<file path="config.mk">
export PLATFORM = sky130hd
export DESIGN_NAME = pulse_iso_codec
export DESIGN_NICKNAME = d
export VERILOG_FILES = /design/src/rtl/iso_codec_pkg.sv /design/src/rtl/iso_sync.sv /design/src/rtl/iso_encoder.sv /design/src/rtl/iso_decoder.sv /design/src/rtl/pulse_iso_codec.sv
export SDC_FILE = /design/constraint.sdc
export NUM_CORES = 1
export LEC_CHECK = 0
export BUFFER_PORTS_ARGS = -buffer_cell sky130_fd_sc_hd__buf_2
export CORE_MARGIN = 5
export CORE_UTILIZATION = 47
export DETAILED_ROUTE_END_ITERATION = 7
export PLACE_DENSITY = 0.69
export SETUP_SLACK_MARGIN = 0.4
export SLEW_MARGIN = 5
export SYNTH_ARGS = -nofsm -noshare
export SYNTH_HDL_FRONTEND = slang
export SYNTH_SLANG_ARGS = --single-unit
</file>
<file path="constraint.sdc">
create_clock -name clk -period 1.2 [get_ports clk]
set_input_delay 0.12 -clock clk [delete_from_list [all_inputs] [get_ports clk]]
set_output_delay 0.12 -clock clk [all_outputs]
set_load 0.02 [all_outputs]
</file>
<file path="src/rtl/iso_codec_pkg.sv">
package iso_codec_pkg;

    typedef struct packed {
        logic set;
        logic clr;
    } pulse_pair_t;

    typedef enum logic [1:0] {
        PK_NONE = 2'd0,
        PK_SET  = 2'd1,
        PK_CLR  = 2'd2,
        PK_BAD  = 2'd3
    } pulse_kind_e;

    localparam pulse_pair_t NO_PULSE = '{set: 1'b0, clr: 1'b0};

    function automatic pulse_kind_e classify(input pulse_pair_t p);
        case ({p.set, p.clr})
            2'b10:   return PK_SET;
            2'b01:   return PK_CLR;
            2'b11:   return PK_BAD;
            default: return PK_NONE;
        endcase
    endfunction

    function automatic pulse_pair_t level_pulse(input logic lvl);
        pulse_pair_t p;
        p.set = lvl;
        p.clr = ~lvl;
        return p;
    endfunction

endpackage

</file>
<file path="src/rtl/iso_sync.sv">
module iso_sync #(
    parameter int STAGES = 2
) (
    input  logic clk,
    input  logic rst,
    input  logic d,
    output logic q
);
    logic [STAGES-1:0] chain;

    generate
        for (genvar i = 0; i < STAGES; i++) begin : g_stage
            always_ff @(posedge clk) begin
                if (rst) chain[i] <= 1'b0;
                else     chain[i] <= (i == 0) ? d : chain[(i == 0) ? 0 : i-1];
            end
        end
    endgenerate

    assign q = chain[STAGES-1];
endmodule

</file>
<file path="src/rtl/iso_encoder.sv">
module iso_encoder
    import iso_codec_pkg::*;
#(
    parameter int REFRESH_CYCLES = 16
) (
    input  logic        clk,
    input  logic        rst,
    input  logic        lvl,
    output pulse_pair_t tx
);
    localparam int CW = (REFRESH_CYCLES > 2) ? $clog2(REFRESH_CYCLES) : 1;
    localparam logic [CW-1:0] LAST = CW'(REFRESH_CYCLES - 1);

    logic          prev_lvl;
    logic          boot;
    logic [CW-1:0] idle_cnt;
    pulse_pair_t   tx_q;
    logic          changed;
    logic          due;

    assign changed = lvl ^ prev_lvl;
    assign due     = boot || (idle_cnt == LAST);

    always_ff @(posedge clk) begin
        if (rst) begin
            prev_lvl <= 1'b0;
            boot     <= 1'b1;
            idle_cnt <= '0;
            tx_q     <= NO_PULSE;
        end else begin
            prev_lvl <= lvl;
            if (changed || due) begin
                tx_q     <= level_pulse(lvl);
                idle_cnt <= '0;
                boot     <= 1'b0;
            end else begin
                tx_q     <= NO_PULSE;
                idle_cnt <= idle_cnt + 1'b1;
            end
        end
    end

    assign tx = tx_q;
endmodule

</file>
<file path="src/rtl/iso_decoder.sv">
module iso_decoder
    import iso_codec_pkg::*;
#(
    parameter int   WATCHDOG_CYCLES = 80,
    parameter logic DEFAULT_LEVEL   = 1'b0
) (
    input  logic        clk,
    input  logic        rst,
    input  pulse_pair_t rx,
    output logic        dout
);
    localparam int WW = (WATCHDOG_CYCLES > 2) ? $clog2(WATCHDOG_CYCLES) : 1;
    localparam logic [WW-1:0] LAST = WW'(WATCHDOG_CYCLES - 1);

    pulse_kind_e   kind;
    logic [WW-1:0] quiet_cnt;
    logic          level_q;

    assign kind = classify(rx);

    always_ff @(posedge clk) begin
        if (rst) begin
            level_q   <= DEFAULT_LEVEL;
            quiet_cnt <= '0;
        end else begin
            case (kind)
                PK_SET: begin
                    level_q   <= 1'b1;
                    quiet_cnt <= '0;
                end
                PK_CLR: begin
                    level_q   <= 1'b0;
                    quiet_cnt <= '0;
                end
                default: begin
                    if (quiet_cnt == LAST) level_q   <= DEFAULT_LEVEL;
                    else                   quiet_cnt <= quiet_cnt + 1'b1;
                end
            endcase
        end
    end

    assign dout = level_q;
endmodule

</file>
<file path="src/rtl/pulse_iso_codec.sv">
module pulse_iso_codec
    import iso_codec_pkg::*;
#(
    parameter int   SYNC_STAGES     = 2,
    parameter int   REFRESH_CYCLES  = 16,
    parameter int   WATCHDOG_CYCLES = 80,
    parameter logic DEFAULT_LEVEL   = 1'b0
) (
    input  logic clk,
    input  logic rst,
    input  logic din,
    output logic tx_set,
    output logic tx_clr,
    input  logic rx_set,
    input  logic rx_clr,
    output logic dout
);
    logic        din_sync;
    pulse_pair_t tx_p;
    pulse_pair_t rx_p;

    iso_sync #(.STAGES(SYNC_STAGES)) u_sync (
        .clk (clk),
        .rst (rst),
        .d   (din),
        .q   (din_sync)
    );

    iso_encoder #(.REFRESH_CYCLES(REFRESH_CYCLES)) u_enc (
        .clk (clk),
        .rst (rst),
        .lvl (din_sync),
        .tx  (tx_p)
    );

    assign tx_set = tx_p.set;
    assign tx_clr = tx_p.clr;
    assign rx_p   = '{set: rx_set, clr: rx_clr};

    iso_decoder #(
        .WATCHDOG_CYCLES (WATCHDOG_CYCLES),
        .DEFAULT_LEVEL   (DEFAULT_LEVEL)
    ) u_dec (
        .clk  (clk),
        .rst  (rst),
        .rx   (rx_p),
        .dout (dout)
    );
endmodule

</file>
Word level (Yosys, flattened, before mapping)
Cells that the tools add are included.

storage, ports and cells
  input port bits = 5
  register bits after elaboration = 18
  memories kept = 0
  output and inout bits = 3
  ROM bits = 0
  RAM bits = 0
  word-level logic and storage cells = 30
  latch bits = 0

operators by class
  order comparisons = 0
  reductions and logical operators = 6
  equal/unequal tests = 7
  multipliers = 0
  divide/modulo/power cells = 0
  shift operators = 0
  add/sub/neg operators = 2
  bitwise logic cells = 3
  mux-type cells = 3

operators by type and width
  operator             number
  $add 7x1->7 const B  1
  $eq 7x7->1 const B   1
  $eq 2x2->1 const B   3
  $pmux 2 s3           1
  $add 4x1->4 const B  1
  $eq 2x1->1 const B   2
  $eq 4x4->1 const B   1
  $reduce_or 2->1      2
  $reduce_bool 3->1    1
  $reduce_or 3->1      1
  $logic_or 1x1->1     2
  $not 1->1            2
  $pmux 1 s2           1
  $mux 1               1
  $xor 1x1->1          1

Depth between registers and ports, before layout
  depth in word-level cells = 5
  mapped depth = 5
  depth with buffers taken out = 5

Cells and area by module
Synthesis repeated with hierarchy kept, for this count alone.

unflattened totals
  cells, all modules = 71
  area, all modules = 701.9 um^2

by module, submodules not included
  module       cells each  area an instance (um^2)  seq. area each (um^2)  instances
  iso_decoder  41          372.9                    160.2                  1
  iso_encoder  26          276.5                    160.2                  1
  iso_sync     4           52.6                     40.0                   1

Worst setup path before layout
No wires, ideal clock.

  path kind = reg-to-reg
  from = register u_dec.quiet_cnt[0]
  to = register u_dec.quiet_cnt[6]
  setup time = 70 ps
  path slack = -39 ps
  period minus slack after synthesis = 1,239 ps
  required time = 1,130 ps
  arrival = 1,169 ps
  stages on the path, launching flop included = 5
  path buffers = 0
  path through = dfxtp_1 > ha_1 > nand3_2 > or3_1 > a21oi_1

on the way
  word-level cells in the longest chain between the ends = 1
  elaborated cells on any way between the ends = 2
  classes of those cells = add/sub (1); eq/ne (1)

RTL lines
  element                                    RTL line                              text
  start: declaration                         iso_decoder.sv:16                     logic [WW-1:0] quiet_cnt;
  start signal: assignment                   iso_decoder.sv:37                     else quiet_cnt <= quiet_cnt + 1'b1;
  $add 7x1->7 or $eq 7x7->1 (tied branches)  iso_decoder.sv:37, iso_decoder.sv:36

Parallel ways exist; a longest one is shown, timed or not.
A chain may end at the register's enable or synchronous reset.

Worst setup path in the final report
  from = register u_dec.quiet_cnt[1]
  to = register u_dec.quiet_cnt[4]

Same word-level chain as after synthesis.

==> results.yml <==
run_status:
  status: "finished, final reports clean"
sta:
  slew_headroom_pct: 82.5
  min_period_ps: 1140
  timing.final.max_slew_violations: 0
  skew_ps: 4.15
  worst_pin_slew_ps: 260
  setup_viol: 0
  finalCritPeriodShare_pct: 95.1
  layout_setup_ws_ps: 59.0
  finalHoldViolations: 0
  rsz0062_at_grt: "true"
  fmax_ghz: 0.876
clocking:
  root_buffer: "clkbuf_4"
  h-tree-depth: 1
  cts_hold_buf: 0
  cts_tree: "built"
  cts_buffer_depth: 2
  cts_num_sinks: 18
  clkTransAtPathRegs_ps: 100
  worstSkewPairLatency_ps: 280
  cts_buffers: 3
die:
  die_y_um: 49.3
  core_area_sq_um: 1490
  ioPinCount: 8
  start_util_pct: 48.7
  die_w_um: 49.3
  die_area_sq_um: 2430
  rows: 14
setup_path:
  start_kind: "flip-flop"
  crit_type: "flip-flop to flip-flop"
  slowest_stage: "dfxtp_4"
  cp-end-kind: "flip-flop"
  worstPathRequired_ps: 1380
  critPathMaxStageDelay_ps: 370
  worst-path-buf-inv: 1
  worstPathArrival_ps: 1320
  cp_top_family: "flip-flops"
  path_max_fanout: 5
  path_cells: "ha_4, nand3_4, buf_6, xnor2_2, and3_1"
layout:
  layout-drive-gt1-share_pct: 54.6
  final_cell_mix: "10 x buf_4, 7 x dfxtp_1, 7 x dfxtp_2"
  area_growth_pct: 45.3
  layout_commonest_cell: "buf_4"
  fin_area_sq_um: 1050
  diodes: 0
  fin_cells: 113
  fin_nets: 107
  fill_cells: 106
power:
  vdd_ir_drop_max_mv: 0.876
  fin_total_pwr_mw: 1.09
  p_per_area_nw_per_um2: 1030
  leakage_nw: 0.418
synthesis:
  synth_fp_nets: 84
  synth_cell_types: 26
  ys_warn_count: 0
  synth_cells: 75
  ys_ff_latch: 18
  synth_area_leaders: "dfxtp_1 50%, ha_1 6.9%, xnor2_1 3.6%"
  synth_area_per_cell_sq_um: 9.68
  ys_seq_area_share_pct: 49.7
  synth_top_area_share_pct: 49.7
  post-synth-top-area-cell: "dfxtp_1"
  syn_area_sq_um: 726
detailed_routing:
  drtAntennaViolNets: 0
  totalWireLength_um: 1460
  drt_iter0_markers: 10
  drt_pass1_iterations: 4
  drc: 0
  routedWlPerCell_um: 12.9
  vias_per_cell: 5.12
  vias: 579
place:
  dp_cells: 98
  place_congestion: 0.807
  preCtsSetupSlack_ps: 29.5
  dpl.hpwl_um: 935
  portBuffers: 7
  postPlaceCellArea_sq_um: 855
global_route:
  antenna_found_initial: 0
  overflow: 0
  grt_pass1_wl_um: 2480
  grt_start_max_net_pins: 11
  grt.total_usage_pct: 13.2
  grt_pass1_vias: 570
hold_path:
  min_path_type: "input port to flip-flop"
run:
  max-cap-violations: 0
## kinds of logic (layout without fill, tap and decap cells)
family	count (synthesis)	after routing	share of synthesized area (%)
adder cells (fa/ha/maj)	4	4	6.90
buffers and inverters	5	27	2.59
flip-flops	18	18	49.7
multiplexers	1	1	1.38
AO/OA/AOI/OAI	15	15	12.4
XOR/XNOR	4	4	4.83
AND/OR/NAND/NOR	28	28	22.2
## path summary, 6_finish.rpt
| kind | startpoint | end | slack [ps] | cells past startpoint |
|---|---|---|---|---|
| worst min-delay path | din | u_sync.chain[0] | 40 | 2 |
| worst max register to register | u_dec.quiet_cnt[1] | u_dec.quiet_cnt[4] | 60 | 5 |
| worst min register to register | u_sync.chain[0] | u_sync.q | 470 | 1 |
| worst max-delay path | u_dec.quiet_cnt[1] | u_dec.quiet_cnt[4] | 60 | 5 |
## power breakdown
group | switching, mW | internal, mW | total (mW)
Sequential | 0.0143 | 0.611 | 0.625
Combinational | 0.0486 | 0.0552 | 0.104
Clock | 0.176 | 0.185 | 0.360
Total | 0.239 | 0.851 | 1.09
## registers in the layout (all words and copies together) (netlist names)
signal,count
u_sync.chain,1
u_enc.idle_cnt,4
u_enc.tx,2
u_sync.q,1
u_enc.boot,1
u_dec.dout,1
u_enc.prev_lvl,1
u_dec.quiet_cnt,7
## repair_timing
action                                 in CTS  in global routing
endpoints found under the hold margin       0                  0
buffers inserted                            8                  3
pin swaps                                   5                  4
cloned                                      0                  0
setup endpoints to repair                  17                 17
gates resized for setup                    14                  9
## cells in the mapped netlist, drive strengths merged
master	count
nor2b	3
dfxtp	18
nor3b	1
nor3	3
mux2i	1
and3	3
nand3b	1
xor2	1
nand2	3
a21boi	2
nor2	4
or3b	1
a31oi	3
clkbuf	1
o21ai	6
inv	4
ha	4
nand3	4
a21oi	3
a211oi	1
or3	3
nand2b	2
xnor2	3
## area by class of cell
cell class / instances / area, sq um / share of cell area (%)
Inverter: 4 / 15.0 / 1.42
Tap cell: 16 / 20.0 / 1.90
Sequential cell: 18 / 384 / 36.4
Clock buffer: 4 / 36.3 / 3.44
Multi-Input combinational cell: 52 / 448 / 42.5
Timing Repair Buffer: 19 / 151 / 14.4
## per-stage QoR
step	hold slack [ps]	util [%]	TNS, ps
after floorplan	192	-	0
after global placement	346	57.4	0
after detailed placement	346	57.4	0
after CTS	42.6	66.6	0
after global routing	50.5	70.8	-42.2
final	43.4	70.8	0
## per-layer routing
layer / part of all wire, % / global-route usage (%) / up-vias
met5: 0 / 0 / -
met4: 1.1 / 5.38 / 0
met1: 51 / 18.1 / 268
met2: 46 / 19.1 / 4
li1: - / - / 305
met3: 2.2 / 3.67 / 2
Note: power is estimated with default switching activity, not from simulation.
